<file path="src/rtl/vs_pkg.sv">
// Package: shared policy encoding and constants for the victim selector.
// Assumes: nothing beyond IEEE 1800-2017 packages.
package vs_pkg;

    typedef enum logic [1:0] {
        VS_LRU  = 2'd0,
        VS_FIFO = 2'd1,
        VS_RAND = 2'd2
    } vs_policy_e;

    localparam int          VS_LFSR_W    = 16;
    localparam logic [15:0] VS_LFSR_SEED = 16'hACE1;

endpackage

</file>
<file path="src/rtl/vs_free_pick.sv">
// vs_free_pick: finds the lowest-index invalid way of the addressed set.
// Assumes: valid_ways holds one bit per way; bit w set means way w is occupied.
module vs_free_pick #(
    parameter int NUM_WAYS = 4,
    parameter int WAY_W    = 2
) (
    input  logic [NUM_WAYS-1:0] valid_ways,
    output logic                any_free,
    output logic [WAY_W-1:0]    free_way
);

    // Priority scan from the top down, so the lowest free way wins.
    always_comb begin
        any_free = 1'b0;
        free_way = '0;
        for (int w = NUM_WAYS - 1; w >= 0; w--) begin
            if (!valid_ways[w]) begin
                any_free = 1'b1;
                free_way = WAY_W'(w);
            end
        end
    end

endmodule

</file>
<file path="src/rtl/vs_lru_state.sv">
// vs_lru_state: exact LRU ranks per set, with 0 = most recent and NUM_WAYS-1 = victim.
// Assumes: touch_way < NUM_WAYS; ranks of one set always form a permutation.
module vs_lru_state #(
    parameter int NUM_SETS = 16,
    parameter int NUM_WAYS = 4,
    parameter int SET_W    = 4,
    parameter int WAY_W    = 2
) (
    input  logic             clk,
    input  logic             rst_n,
    input  logic             touch_en,
    input  logic [SET_W-1:0] set_idx,
    input  logic [WAY_W-1:0] touch_way,
    output logic [WAY_W-1:0] lru_way
);

    localparam logic [WAY_W-1:0] TOP_RANK = WAY_W'(NUM_WAYS - 1);

    logic [NUM_SETS-1:0][NUM_WAYS-1:0][WAY_W-1:0] rank_q;
    logic [WAY_W-1:0]    old_rank;
    logic [NUM_WAYS-1:0] top_hit;

    // Rank the touched way held before this access.
    always_comb old_rank = rank_q[set_idx][touch_way];

    // Locate the way holding the top rank in the addressed set.
    always_comb begin
        lru_way = '0;
        for (int w = 0; w < NUM_WAYS; w++) begin
            top_hit[w] = (rank_q[set_idx][w] == TOP_RANK);
            if (top_hit[w]) lru_way = WAY_W'(w);
        end
    end

    // Load a permutation at reset; age the younger ways and promote the touched way.
    always_ff @(posedge clk) begin
        if (!rst_n) begin
            for (int s = 0; s < NUM_SETS; s++)
                for (int w = 0; w < NUM_WAYS; w++)
                    rank_q[s][w] <= WAY_W'(w);
        end else if (touch_en) begin
            for (int w = 0; w < NUM_WAYS; w++) begin
                if (WAY_W'(w) == touch_way)
                    rank_q[set_idx][w] <= '0;
                else if (rank_q[set_idx][w] < old_rank)
                    rank_q[set_idx][w] <= rank_q[set_idx][w] + 1'b1;
            end
        end
    end

    // exactly one way of the addressed set carries the victim rank.
    p_single_victim_r2: assert property (@(posedge clk) disable iff (!rst_n)
        $countones(top_hit) == 1);

    // after a touch, the touched way is the most recent in its set.
    p_touch_is_mru_r2: assert property (@(posedge clk) disable iff (!rst_n)
        touch_en |=> rank_q[$past(set_idx)][$past(touch_way)] == '0);

    // the ranks are frozen when no touch is requested.
    p_rank_hold_r10: assert property (@(posedge clk) disable iff (!rst_n)
        !touch_en |=> $stable(rank_q));

endmodule

</file>
<file path="src/rtl/vs_fifo_state.sv">
// vs_fifo_state: one circular insertion pointer per set; the pointer is the next victim.
// Assumes: adv_en is raised only for a committed fill into a full set.
module vs_fifo_state #(
    parameter int NUM_SETS = 16,
    parameter int NUM_WAYS = 4,
    parameter int SET_W    = 4,
    parameter int WAY_W    = 2
) (
    input  logic             clk,
    input  logic             rst_n,
    input  logic             adv_en,
    input  logic [SET_W-1:0] set_idx,
    output logic [WAY_W-1:0] fifo_way
);

    localparam logic [WAY_W-1:0] LAST_WAY = WAY_W'(NUM_WAYS - 1);

    logic [NUM_SETS-1:0][WAY_W-1:0] ptr_q;

    // Report the pointer of the addressed set.
    always_comb fifo_way = ptr_q[set_idx];

    // Clear all pointers at reset; step the addressed pointer modulo NUM_WAYS on eviction.
    always_ff @(posedge clk) begin
        if (!rst_n) begin
            ptr_q <= '0;
        end else if (adv_en) begin
            ptr_q[set_idx] <= (ptr_q[set_idx] == LAST_WAY) ? '0 : ptr_q[set_idx] + 1'b1;
        end
    end

    // an eviction moves the pointer of that set on by one, with wrap.
    p_ptr_advance_r4: assert property (@(posedge clk) disable iff (!rst_n)
        adv_en |=> ptr_q[$past(set_idx)] ==
            (($past(fifo_way) == LAST_WAY) ? '0 : $past(fifo_way) + 1'b1));

    // without an eviction, no pointer moves.
    p_ptr_hold_r5: assert property (@(posedge clk) disable iff (!rst_n)
        !adv_en |=> $stable(ptr_q));

endmodule

</file>
<file path="src/rtl/vs_lfsr.sv">
// vs_lfsr: free-running 16-bit Fibonacci shift register shared by all sets.
// Assumes: the seed is nonzero, so the register never locks at zero.
module vs_lfsr (
    input  logic        clk,
    input  logic        rst_n,
    output logic [15:0] lfsr
);

    logic [15:0] lfsr_q;
    logic        fb;

    // Feedback taps at bits 15, 13, 12 and 10.
    always_comb fb = lfsr_q[15] ^ lfsr_q[13] ^ lfsr_q[12] ^ lfsr_q[10];

    // Load the seed at reset, then shift every cycle.
    always_ff @(posedge clk) begin
        if (!rst_n) lfsr_q <= vs_pkg::VS_LFSR_SEED;
        else        lfsr_q <= {lfsr_q[14:0], fb};
    end

    assign lfsr = lfsr_q;

    // the register never reaches the all-zero lock state.
    p_lfsr_nonzero_r6: assert property (@(posedge clk) disable iff (!rst_n)
        lfsr_q != '0);

    // the register changes on every clock outside reset.
    p_lfsr_steps_r6: assert property (@(posedge clk) disable iff (!rst_n)
        1'b1 |=> lfsr_q != $past(lfsr_q));

endmodule

</file>
<file path="src/rtl/victim_sel.sv">
// victim_sel: names the way to fill for the addressed set under LRU, FIFO or random policy.
// Assumes: acc_set < NUM_SETS; acc_hit_way < NUM_WAYS when acc_hit is set;
//          fill_commit counts only alongside a missing access in the same cycle.
module victim_sel #(
    parameter vs_pkg::vs_policy_e POLICY   = vs_pkg::VS_LRU,
    parameter int                 NUM_WAYS = 4,
    parameter int                 NUM_SETS = 16,
    localparam int                WAY_W    = (NUM_WAYS > 1) ? $clog2(NUM_WAYS) : 1,
    localparam int                SET_W    = (NUM_SETS > 1) ? $clog2(NUM_SETS) : 1
) (
    input  logic                clk,
    input  logic                rst_n,
    input  logic                acc_vld,
    input  logic [SET_W-1:0]    acc_set,
    input  logic                acc_hit,
    input  logic [WAY_W-1:0]    acc_hit_way,
    input  logic [NUM_WAYS-1:0] acc_valid_ways,
    input  logic                fill_commit,
    output logic [WAY_W-1:0]    victim_way
);

    logic             any_free;
    logic [WAY_W-1:0] free_way;
    logic [WAY_W-1:0] policy_way;
    logic             hit_evt;
    logic             fill_evt;
    logic             evict_evt;

    vs_free_pick #(.NUM_WAYS(NUM_WAYS), .WAY_W(WAY_W)) u_free (
        .valid_ways (acc_valid_ways),
        .any_free   (any_free),
        .free_way   (free_way)
    );

    // Qualify the strobes: a fill counts only on a missing access.
    always_comb begin
        hit_evt   = acc_vld && acc_hit;
        fill_evt  = acc_vld && !acc_hit && fill_commit;
        evict_evt = fill_evt && !any_free;
    end

    // Free ways take priority over the policy's choice.
    always_comb victim_way = any_free ? free_way : policy_way;

    generate
        if (NUM_WAYS == 1) begin : g_single
            assign policy_way = '0;
        end else if (POLICY == vs_pkg::VS_LRU) begin : g_lru
            logic             touch_en;
            logic [WAY_W-1:0] touch_way;

            // A hit touches the hit way; a committed fill touches the way it filled.
            always_comb begin
                touch_en  = hit_evt || fill_evt;
                touch_way = acc_hit ? acc_hit_way : victim_way;
            end

            vs_lru_state #(
                .NUM_SETS (NUM_SETS),
                .NUM_WAYS (NUM_WAYS),
                .SET_W    (SET_W),
                .WAY_W    (WAY_W)
            ) u_lru (
                .clk       (clk),
                .rst_n     (rst_n),
                .touch_en  (touch_en),
                .set_idx   (acc_set),
                .touch_way (touch_way),
                .lru_way   (policy_way)
            );
        end else if (POLICY == vs_pkg::VS_FIFO) begin : g_fifo
            vs_fifo_state #(
                .NUM_SETS (NUM_SETS),
                .NUM_WAYS (NUM_WAYS),
                .SET_W    (SET_W),
                .WAY_W    (WAY_W)
            ) u_fifo (
                .clk      (clk),
                .rst_n    (rst_n),
                .adv_en   (evict_evt),
                .set_idx  (acc_set),
                .fifo_way (policy_way)
            );
        end else begin : g_rand
            logic [15:0] lfsr;

            vs_lfsr u_lfsr (
                .clk   (clk),
                .rst_n (rst_n),
                .lfsr  (lfsr)
            );

            // Fold the low bits into the way range.
            always_comb policy_way = WAY_W'(lfsr[WAY_W-1:0] % NUM_WAYS);
        end
    endgenerate

    // with a free way present, the chosen way is never an occupied one.
    p_free_first_r1: assert property (@(posedge clk) disable iff (!rst_n)
        (acc_vld && !(&acc_valid_ways)) |-> !acc_valid_ways[victim_way]);

endmodule

</file>
<file path="config.mk">
export PLATFORM = sky130hd
export DESIGN_NAME = victim_sel
export DESIGN_NICKNAME = d
export VERILOG_FILES = /design/src/rtl/vs_pkg.sv /design/src/rtl/vs_free_pick.sv /design/src/rtl/vs_lru_state.sv /design/src/rtl/vs_fifo_state.sv /design/src/rtl/vs_lfsr.sv /design/src/rtl/victim_sel.sv
export SDC_FILE = /design/constraint.sdc
export NUM_CORES = 1
export LEC_CHECK = 0
export BUFFER_PORTS_ARGS = -buffer_cell sky130_fd_sc_hd__buf_2
export CAP_MARGIN = 0
export CORE_AREA = 2 2 111 113
export CTS_CLUSTER_SIZE = 10
export DETAILED_ROUTE_END_ITERATION = 8
export DIE_AREA = 0 0 113 115
export HOLD_SLACK_MARGIN = 0.12
export PLACE_DENSITY = 0.83
export SYNTH_ARGS = -nofsm -noshare
export SYNTH_HDL_FRONTEND = slang
export SYNTH_HIERARCHICAL = 1
export SYNTH_SLANG_ARGS = --single-unit
</file>
<file path="constraint.sdc">
create_clock -name clk -period 4.8 [get_ports clk]
set_input_delay 0.24 -clock clk [delete_from_list [all_inputs] [get_ports clk]]
set_output_delay 0.24 -clock clk [all_outputs]
set_load 0.05 [all_outputs]
</file>
==> flow_summary.json, run 1 <==
{
  "io_buffer_count": 16,
  "worst_ep_required_time_ns": 5.06,
  "syn_avg_cell_area_um2": 10.1,
  "tritoncts": "done",
  "biggestRegsByFlops": "g_lru.u_lru/rank_q x128",
  "synthesized_area_fraction_occupied_by_adder_cells_pct": 1.32,
  "clkTransAtPathRegs_ns": 0.06,
  "slew-limit-headroom_pct": 45.0,
  "grt_use_total_pct": 28.3,
  "grt_setup_unrepaired": "yes",
  "cts_max_level": 4,
  "final.min_clock_period_ns": 4.55,
  "worst-path-max-fanout": 16,
  "syn_inst": 657,
  "fmax_ghz": 0.220,
  "count_of_clock_tree_sinks": 128,
  "setup_slack_ns": 0.253,
  "power.total_mw": 2.76,
  "hold_viol": 0,
  "number_of_remaining_drc_errors": 3,
  "regToRegStartpoint": "g_lru.u_lru/rank_q[92]",
  "setup_viol": 0,
  "yosys_register_bits": 128,
  "total_leakage_power_nw": 2.83,
  "synth-xor-area-share_pct": 0,
  "worst_skew_pair.late_latency_ns": 0.42,
  "totalWireLength_um": 17800,
  "worst_slew_pin_slew_ns": 0.825,
  "post_dp_cell_area_um2": 6920,
  "mostFrequentLayoutCells": "sky130_fd_sc_hd__dfxtp_1 (128), sky130_fd_sc_hd__mux2i_1 (104), sky130_fd_sc_hd__nand2_1 (88)",
  "clk_root_buffer_cell": "sky130_fd_sc_hd__clkbuf_16",
  "timing.reg2reg.setup_slack_ns": 0.25,
  "num_antenna_cells": 0,
  "violations": "DRC",
  "whs_path_depth": 2,
  "grt_start_max_net_pins": 71,
  "detailedRoute.firstPassIterationCount": 8,
  "crit-reg2reg-capture": "g_lru.u_lru/rank_q[12]",
  "place_worst_setup_slack_ns": -0.272,
  "final_antenna_net_count": 0,
  "total_clock_buffers_created_by_cts": 17,
  "synthSimpleGateAreaFrac_pct": 12.5,
  "cpMaxStageDelayCell": "sky130_fd_sc_hd__o2111ai_2",
  "largest_register_ffs": 128,
  "die_width_um": 113,
  "die_h_um": 115,
  "peakVddDrop_uv": 317,
  "critical_path.cell_chain": "mux4_2, mux2_2, nor2_1, a21o_1, inv_1, ha_1, or2_2, mux2_4, mux2_2, buf_4, inv_1, mux2i_1, o211ai_2, and2_4, o2111ai_2, mux2i_1",
  "capturing_element_type_of_the_critical_path": "flip-flop",
  "areal_power_density_over_the_cells_nw_per_um2": 364,
  "initial_utilization_pct": 56.1,
  "synthDistinctLibCells": 43,
  "fraction_of_the_yosys_area_taken_by_sequential_cells_pct": 38.7,
  "placeableCoreArea_um2": 11800,
  "synth.mux.area_fraction_pct": 29.4,
  "stdcell_count": 842,
  "globalplace.congestion": 0.878,
  "final-max-slew-violation-count": 0,
  "clock_tree.buffer_depth": 2,
  "syn_to_final_growth_pct": 14.6,
  "cts_hold_buf": 0,
  "design.final.nets": 704,
  "first_pass_grt_wire_length_um": 28300,
  "startpoint_class_of_the_critical_path": "flip-flop",
  "worst_hold_path_type": "primary input to flip-flop",
  "first_global_vias": 5486,
  "yosys_warnings": 6,
  "whs_ns": 0.339,
  "most_common_cell_after_layout_fill_and_taps_aside": "sky130_fd_sc_hd__dfxtp_1",
  "top_level_ports": 17,
  "floorplan.rows": 40,
  "detailroute.via_count": 5391,
  "globalRouteOverflowTotal": 0,
  "run_status": "finished with violations",
  "non_filler_cell_area_final_um2": 7590,
  "wl_per_cell_um": 21.1,
  "post_detailed_placement_half_perimeter_wirelength_um": 11500,
  "critical-path-max-stage-delay_ns": 0.66,
  "hold_start": "rst_n",
  "first_iter_violations": 748,
  "crit_arrival_ns": 4.80,
  "dominant_combinational_cell_family_by_area_after_synthesis": "multiplexers",
  "detail_route.vias_per_cell": 6.40,
  "reg2regPathDepth": 16,
  "max-cap-violations": 0,
  "post_syn_nets": 679,
  "dp.cells": 810,
  "initial_antenna_violation_count": 0,
  "setup.worst_path.class": "flip-flop to flip-flop",
  "die_area_um2": 13000,
  "synth_compound_area_share_pct": 12.1,
  "clock-skew-final_ns": 0.00910,
  "drive_above_1_share_pct": 22.6,
  "syn_area_um2": 6630,
  "top_register": "g_lru.u_lru/rank_q",
  "timing.final.crit_share_pct": 94.7,
  "hold_path_end": "g_lru.u_lru/rank_q[103]"
}
-- metal layers --
layer | wire length [um] | global-route usage [%]
met5 | 0 | 0
met2 | 8210 | 45.1
met1 | 7030 | 35.7
met3 | 1780 | 8.22
met4 | 744 | 13.7
-- Yosys cell counts --
library cell                instances  area [um2]
sky130_fd_sc_hd__a21oi_1           42         210
sky130_fd_sc_hd__o21a_1             1        7.51
sky130_fd_sc_hd__o21ai_2            4        35.0
sky130_fd_sc_hd__inv_1             41         154
sky130_fd_sc_hd__nand4_1            1        6.26
sky130_fd_sc_hd__mux2_4             2        30.0
sky130_fd_sc_hd__a21boi_1           1        7.51
sky130_fd_sc_hd__nand4b_1           2        17.5
sky130_fd_sc_hd__a21oi_2           11        96.3
sky130_fd_sc_hd__buf_6              4        45.0
sky130_fd_sc_hd__and3_1             2        12.5
sky130_fd_sc_hd__nand3_2            1        10.0
sky130_fd_sc_hd__o211ai_2           2        25.0
sky130_fd_sc_hd__or2_2              1        6.26
sky130_fd_sc_hd__dfxtp_1          128        2560
sky130_fd_sc_hd__o2111ai_2          1        15.0
sky130_fd_sc_hd__buf_2             10        50.1
sky130_fd_sc_hd__a41oi_1            1        8.76
sky130_fd_sc_hd__buf_4              7        52.6
sky130_fd_sc_hd__and2_4             1        8.76
sky130_fd_sc_hd__a22oi_1            1        7.51
sky130_fd_sc_hd__o221ai_1          32         280
sky130_fd_sc_hd__mux2i_1          104        1040
sky130_fd_sc_hd__a21o_1             4        30.0
sky130_fd_sc_hd__o2bb2ai_1          1        8.76
sky130_fd_sc_hd__mux2_2             8        90.1
sky130_fd_sc_hd__nor3b_1            1        7.51
sky130_fd_sc_hd__a41oi_2            1        16.3
sky130_fd_sc_hd__buf_1              3        11.3
sky130_fd_sc_hd__nand3_1           10        50.1
sky130_fd_sc_hd__a211oi_2           1        12.5
sky130_fd_sc_hd__ha_1               7        87.6
sky130_fd_sc_hd__nand3b_1           1        7.51
sky130_fd_sc_hd__or3b_2             1        8.76
sky130_fd_sc_hd__and2_1             1        6.26
sky130_fd_sc_hd__nor2_1            32         120
sky130_fd_sc_hd__nand2_1           88         330
sky130_fd_sc_hd__nand2b_1           3        18.8
sky130_fd_sc_hd__o2bb2ai_2          2        30.0
sky130_fd_sc_hd__nor2b_1           35         219
sky130_fd_sc_hd__clkbuf_1          22        82.6
sky130_fd_sc_hd__o221a_2            1        11.3
sky130_fd_sc_hd__mux4_2            35         788
-- worst max-delay path by stage --
stage                                 startpoint                       to  slack [ns]  cells past startpoint
after floorplan                       acc_set[1]   g_lru.u_lru/rank_q[25]        0.01                     19
after global placement                acc_set[1]  g_lru.u_lru/rank_q[116]       -0.19                     18
after detailed placement              acc_set[1]   g_lru.u_lru/rank_q[92]       -0.27                     19
after CTS                 g_lru.u_lru/rank_q[92]   g_lru.u_lru/rank_q[92]        0.03                     17
after global routing      g_lru.u_lru/rank_q[76]  g_lru.u_lru/rank_q[124]       -0.02                     16
final                     g_lru.u_lru/rank_q[92]   g_lru.u_lru/rank_q[12]        0.25                     16
-- cell type report --
cell class                      instances  area (um2)
Fill cell                             885        4220
Multi-Input combinational cell        442        3680
Sequential cell                       128        2560
Clock buffer                           19         443
Timing Repair Buffer                   52         353
Clock inverter                         13         211
Tap cell                              147         184
Inverter                               41         154
-- through the flow --
stage | utilization [%] | TNS (ns)
after floorplan | - | 0
after global placement | 58.6 | -7.71
after detailed placement | 58.6 | -13.90
after CTS | 64.1 | 0
after global routing | 64.3 | -0.0390
final | 64.3 | 0
-- power by group --
group	switching, mW	internal [mW]
Clock	0.484	0.936
Sequential	0.00536	1.07
Combinational	0.173	0.0913
Total	0.662	2.10
-- cell families after synthesis --
kind of cell,after synthesis
and+or+nand+nor,180
muxes,149
DFF,128
AOI/OAI and AO/OA,106
buffers and inverters,87
adders and majority gates,7
-- what timing repair did --
item                       4_1_cts  5_1_grt
setup buffers                    0        0
gates resized for setup          0        3
setup endpoints to repair        0       94
-- worst max-delay path, delay by kind of cell, from the launching register on --
kind | cells | cell delay [ns]
mux | 6 | 1.77
flops | 1 | 0.31
fa+ha+maj | 1 | 0.20
buf+inv | 3 | 0.41
simple gates | 3 | 0.67
compound gates | 3 | 1.02
(Power assumes the default switching activity.)
==> run 2, diff against run 1 <==
--- a/config.mk
+++ b/config.mk
@@ -7,12 +7,13 @@
 export LEC_CHECK = 0
 export BUFFER_PORTS_ARGS = -buffer_cell sky130_fd_sc_hd__buf_2
 export CAP_MARGIN = 0
-export CORE_AREA = 2 2 111 113
+export CORE_AREA = 2 2 113 115
 export CTS_CLUSTER_SIZE = 10
 export DETAILED_ROUTE_END_ITERATION = 8
-export DIE_AREA = 0 0 113 115
+export DIE_AREA = 0 0 115 117
+export GPL_TIMING_DRIVEN = 0
 export HOLD_SLACK_MARGIN = 0.12
-export PLACE_DENSITY = 0.83
+export PLACE_DENSITY = 0.81
 export SYNTH_ARGS = -nofsm -noshare
 export SYNTH_HDL_FRONTEND = slang
 export SYNTH_HIERARCHICAL = 1
==> flow_summary.json, run 2 (synthesized netlist as in run 1, its figures left out) <==
{
  "post_detailed_placement_half_perimeter_wirelength_um": 13000,
  "count_of_clock_tree_sinks": 128,
  "combPwrFrac_pct": 10.6,
  "fmax_ghz": 0.215,
  "first_pass_grt_wire_length_um": 29200,
  "clkTransAtPathRegs_ns": 0.06,
  "run_status": "finished, final reports clean",
  "io_buffer_count": 12,
  "worst-path-max-fanout": 10,
  "globalplace.congestion": 0.912,
  "cts_max_level": 4,
  "most_common_cell_after_layout_fill_and_taps_aside": "sky130_fd_sc_hd__dfxtp_1",
  "first_iter_violations": 592,
  "initial_antenna_violation_count": 0,
  "worst_hold_path_type": "flip-flop to flip-flop",
  "die_width_um": 115,
  "globalRouteOverflowTotal": 0,
  "wl_per_cell_um": 22.0,
  "drive_above_1_share_pct": 23.1,
  "hold_viol": 0,
  "total_clock_buffers_created_by_cts": 17,
  "worst_slew_pin_slew_ns": 0.816,
  "grt_setup_unrepaired": "no",
  "design.final.nets": 711,
  "initial_utilization_pct": 53.8,
  "die_area_um2": 13500,
  "total_leakage_power_nw": 2.75,
  "top_register": "g_lru.u_lru/rank_q",
  "slew-limit-headroom_pct": 45.6,
  "totalWireLength_um": 18700,
  "cts_hold_buf": 0,
  "syn_to_final_growth_pct": 14.2,
  "grt_use_total_pct": 29.2,
  "mostFrequentLayoutCells": "sky130_fd_sc_hd__dfxtp_1 (128), sky130_fd_sc_hd__mux2i_1 (104), sky130_fd_sc_hd__nand2_1 (88)",
  "final_antenna_net_count": 0,
  "number_of_remaining_drc_errors": 0,
  "timing.final.crit_share_pct": 97.1,
  "worst_ep_required_time_ns": 5.13,
  "tritoncts": "done",
  "worst_skew_pair.late_latency_ns": 0.43,
  "clock_tree.buffer_depth": 2,
  "final_core_utilization_pct": 61.5,
  "biggestRegsByFlops": "g_lru.u_lru/rank_q x128",
  "crit_arrival_ns": 4.99,
  "setup_viol": 0,
  "capturing_element_type_of_the_critical_path": "flip-flop",
  "detailroute.via_count": 5412,
  "switching_share_pct": 25.1,
  "peakVddDrop_uv": 246,
  "grt_start_max_net_pins": 29,
  "detail_route.vias_per_cell": 6.36,
  "die_h_um": 117,
  "largest_register_ffs": 128,
  "startpoint_class_of_the_critical_path": "primary input",
  "placeableCoreArea_um2": 12300,
  "num_antenna_cells": 0,
  "clock_power_share_pct": 48.0,
  "clk_root_buffer_cell": "sky130_fd_sc_hd__clkbuf_16",
  "detailedRoute.firstPassIterationCount": 7,
  "final-max-slew-violation-count": 0,
  "p_int_mw": 1.95,
  "first_global_vias": 5545,
  "final.min_clock_period_ns": 4.66,
  "top_level_ports": 17,
  "max-cap-violations": 0,
  "floorplan.rows": 41,
  "switchingPower_uw": 653,
  "whs_ns": 0.457,
  "setup.worst_path.class": "primary input to flip-flop",
  "areal_power_density_over_the_cells_nw_per_um2": 344,
  "power_frac_seq_pct": 41.5,
  "clock-skew-final_ns": 0.00667
}
## run 2: power by group through the flow
stage          logic, mW  clock network (mW)  registers (mW)
3_3_place_gp       0.249                   0            1.10
5_1_grt            0.290                1.31            1.08
4_1_cts            0.260                1.26            1.08
3_5_place_dp       0.256                   0            1.10
2_1_floorplan      0.188                   0            1.10
6_report           0.275                1.25            1.08
## run 2: final cells by class
type                       instances  area, um2
sequential                       128       2560
multi-input combinational        442       3730
inverter                          41        154
clock inverter                    11        115
timing repair buffer              16       93.8
buffer                            43        270
tap                              150        188
fill                             967       4750
clock buffer                      20        457
## run 2: metrics by stage
| stage | TNS, ns | std cells | worst slack (ns) | total power [mW] | cell area, um2 |
|---|---|---|---|---|---|
| global route | 0 | 851 | 0.00333 | 2.67 | 7570 |
| CTS | 0 | 849 | 0.00499 | 2.59 | 7480 |
| detailed placement | -76.83 | 819 | -0.717 | 1.36 | 6890 |
| floorplan | 0 | 657 | 0.0108 | 1.29 | 6650 |
| global placement | -67.74 | 819 | -0.657 | 1.35 | 6890 |
| finish | 0 | 851 | 0.141 | 2.60 | 7570 |
## run 2: what timing repair did
item	in CTS	in global routing
endpoints found under the hold margin	0	0
pin swaps	1	1
setup endpoints to repair	120	127
setup buffers	1	2
resized for setup	9	28
cloned	0	1
## run 2: path summary, 6_finish.rpt
path	from	end	slack [ns]	cells after the start
worst max-delay path	acc_set[0]	g_lru.u_lru/rank_q[44]	0.14	17
worst min-delay path	g_lru.u_lru/rank_q[41]	g_lru.u_lru/rank_q[41]	0.46	2
worst max register to register	g_lru.u_lru/rank_q[92]	g_lru.u_lru/rank_q[44]	0.21	17
worst min register to register	g_lru.u_lru/rank_q[41]	g_lru.u_lru/rank_q[41]	0.46	2
## run 2: critical path, cell delays in order
cell	delay [ns]
sky130_fd_sc_hd__clkbuf_4	0.19
sky130_fd_sc_hd__buf_8	0.19
sky130_fd_sc_hd__buf_8	0.20
sky130_fd_sc_hd__mux4_2	0.53
sky130_fd_sc_hd__mux4_2	0.52
sky130_fd_sc_hd__ha_1	0.22
sky130_fd_sc_hd__or2_2	0.31
sky130_fd_sc_hd__mux2_4	0.28
sky130_fd_sc_hd__mux2_2	0.37
sky130_fd_sc_hd__inv_1	0.21
sky130_fd_sc_hd__nand2_1	0.10
sky130_fd_sc_hd__o221a_2	0.28
sky130_fd_sc_hd__o21ai_2	0.18
sky130_fd_sc_hd__nand4b_1	0.31
sky130_fd_sc_hd__buf_4	0.26
sky130_fd_sc_hd__a21oi_1	0.30
sky130_fd_sc_hd__mux2i_1	0.28
## run 2: metal layers
metal	vias to the layer above	GRT usage (%)	wire length [um]
met5	-	0	0
met4	0	15.7	922
met3	64	7.42	1510
met2	278	48.4	8810
met1	2644	35.2	7500
li1	2426	-	-
==> run 3, diff against run 2 <==
--- a/config.mk
+++ b/config.mk
@@ -7,13 +7,15 @@
 export LEC_CHECK = 0
 export BUFFER_PORTS_ARGS = -buffer_cell sky130_fd_sc_hd__buf_2
 export CAP_MARGIN = 0
-export CORE_AREA = 2 2 113 115
+export CELL_PAD_IN_SITES_DETAIL_PLACEMENT = 1
+export CELL_PAD_IN_SITES_GLOBAL_PLACEMENT = 1
+export CORE_AREA = 2 2 125 127
 export CTS_CLUSTER_SIZE = 10
 export DETAILED_ROUTE_END_ITERATION = 8
-export DIE_AREA = 0 0 115 117
+export DIE_AREA = 0 0 127 129
 export GPL_TIMING_DRIVEN = 0
 export HOLD_SLACK_MARGIN = 0.12
-export PLACE_DENSITY = 0.81
+export PLACE_DENSITY = 0.82
 export SYNTH_ARGS = -nofsm -noshare
 export SYNTH_HDL_FRONTEND = slang
 export SYNTH_HIERARCHICAL = 1
==> flow_summary.json, run 3 (synthesized netlist as in run 1, its figures left out) <==
{
  "total_clock_buffers_created_by_cts": 17,
  "globalplace.congestion": 0.910,
  "globalRouteOverflowTotal": 0,
  "design.final.nets": 710,
  "capturing_element_type_of_the_critical_path": "flip-flop",
  "whs_ns": 0.456,
  "non_filler_cell_area_final_um2": 7720,
  "clock_tree.buffer_depth": 2,
  "clk_root_buffer_cell": "sky130_fd_sc_hd__clkbuf_16",
  "setup_viol": 0,
  "run_status": "finished, final reports clean",
  "setup.worst_path.class": "flip-flop to flip-flop",
  "fmax_ghz": 0.217,
  "floorplan.rows": 45,
  "first_iter_violations": 391,
  "largest_register_ffs": 128,
  "tritoncts": "done",
  "io_buffer_count": 12,
  "max-cap-violations": 0,
  "worst-path-max-fanout": 10,
  "wl_per_cell_um": 24.9,
  "die_h_um": 129,
  "initial_utilization_pct": 44.2,
  "die_width_um": 127,
  "top_register": "g_lru.u_lru/rank_q",
  "startpoint_class_of_the_critical_path": "flip-flop",
  "grt_use_total_pct": 28.3,
  "hold_viol": 0,
  "clkTransAtPathRegs_ns": 0.05,
  "place_worst_setup_slack_ns": -0.979,
  "most_common_cell_after_layout_fill_and_taps_aside": "sky130_fd_sc_hd__dfxtp_1",
  "slew-limit-headroom_pct": 45.7,
  "timing.final.crit_share_pct": 96.1,
  "final.min_clock_period_ns": 4.61,
  "worst_hold_path_type": "flip-flop to flip-flop",
  "final_antenna_net_count": 0,
  "power.total_mw": 2.69,
  "first_global_vias": 6106,
  "detailedRoute.firstPassIterationCount": 5,
  "syn_to_final_growth_pct": 16.5,
  "drive_above_1_share_pct": 24.6,
  "grt_setup_unrepaired": "no",
  "num_antenna_cells": 0,
  "die_area_um2": 16400,
  "first_pass_grt_wire_length_um": 34500,
  "detailroute.via_count": 5494,
  "post_dp_cell_area_um2": 6940,
  "peakVddDrop_uv": 284,
  "grt_start_max_net_pins": 29,
  "placeableCoreArea_um2": 15000,
  "worst_slew_pin_slew_ns": 0.814,
  "number_of_remaining_drc_errors": 0,
  "post_detailed_placement_half_perimeter_wirelength_um": 15400,
  "areal_power_density_over_the_cells_nw_per_um2": 349,
  "crit_arrival_ns": 4.87,
  "worst_ep_required_time_ns": 5.06,
  "clock-skew-final_ns": 0.00923,
  "biggestRegsByFlops": "g_lru.u_lru/rank_q x128",
  "count_of_clock_tree_sinks": 128,
  "worst_skew_pair.late_latency_ns": 0.43,
  "totalWireLength_um": 22100,
  "initial_antenna_violation_count": 0,
  "setup_slack_ns": 0.188,
  "cts_max_level": 4,
  "mostFrequentLayoutCells": "sky130_fd_sc_hd__dfxtp_1 (128), sky130_fd_sc_hd__mux2i_1 (104), sky130_fd_sc_hd__nand2_1 (88)",
  "detail_route.vias_per_cell": 6.19,
  "total_leakage_power_nw": 2.78,
  "final-max-slew-violation-count": 0,
  "top_level_ports": 17
}
==> run 3: final cells by class <==
| type | count | area [um2] |
|---|---|---|
| inverter | 41 | 154 |
| fill | 1625 | 7260 |
| multi-input combinational | 442 | 3800 |
| tap | 188 | 235 |
| clock buffer | 25 | 485 |
| timing repair buffer | 16 | 106 |
| sequential | 128 | 2560 |
| buffer | 42 | 272 |
| clock inverter | 6 | 105 |
==> run 3: repair_timing <==
action                                  in CTS  in global routing
endpoints found under the setup margin     128                128
cloned                                       1                  0
pin swaps                                    2                  0
gates resized for setup                     40                 15
buffers inserted                             3                  0
hold buffers                                 0                  0
==> run 3: stage by stage <==
step | TNS (ns) | util, % | std cells
floorplan | 0 | - | 657
global placement | -87.28 | 46.3 | 857
detailed placement | -97.75 | 46.3 | 857
CTS | 0 | 51.2 | 889
global route | 0 | 51.5 | 888
finish | 0 | 51.5 | 888
==> run 3: worst paths after layout <==
check / from / to / slack [ns] / cells after the start
max: g_lru.u_lru/rank_q[92] / g_lru.u_lru/rank_q[29] / 0.19 / 17
min: g_lru.u_lru/rank_q[120] / g_lru.u_lru/rank_q[120] / 0.46 / 2
max reg2reg: g_lru.u_lru/rank_q[92] / g_lru.u_lru/rank_q[29] / 0.19 / 17
min reg2reg: g_lru.u_lru/rank_q[120] / g_lru.u_lru/rank_q[120] / 0.46 / 2
==> run 3: critical path, cell delays in order, from the launching register on <==
cell                       delay (ns)
sky130_fd_sc_hd__dfxtp_1         0.32
sky130_fd_sc_hd__mux4_2          0.45
sky130_fd_sc_hd__mux2_2          0.31
sky130_fd_sc_hd__nor2_1          0.10
sky130_fd_sc_hd__a21o_1          0.16
sky130_fd_sc_hd__inv_1           0.06
sky130_fd_sc_hd__ha_1            0.23
sky130_fd_sc_hd__or2_2           0.30
sky130_fd_sc_hd__mux2_4          0.28
sky130_fd_sc_hd__mux2_2          0.37
sky130_fd_sc_hd__mux4_2          0.47
sky130_fd_sc_hd__inv_2           0.12
sky130_fd_sc_hd__ha_1            0.27
sky130_fd_sc_hd__nor2_2          0.23
sky130_fd_sc_hd__nor2_4          0.10
sky130_fd_sc_hd__clkbuf_4        0.24
sky130_fd_sc_hd__a21oi_1         0.25
sky130_fd_sc_hd__o221ai_1        0.16
==> run 3: layer usage <==
metal	part of all wire, %	GRT usage (%)	up-vias	wire length (um)
met5	0	0	-	0
met1	39	32.5	2778	8530
met2	49	49.0	209	10800
met3	7.0	6.61	94	1550
li1	-	-	2413	-
met4	5.4	15.8	0	1200
==> run 3: power breakdown <==
part	total, mW	switching (mW)	internal, mW	leakage (nW)
registers	1.08	0.00524	1.07	1.03
clock network	1.31	0.463	0.852	0.291
logic	0.301	0.203	0.0985	1.45
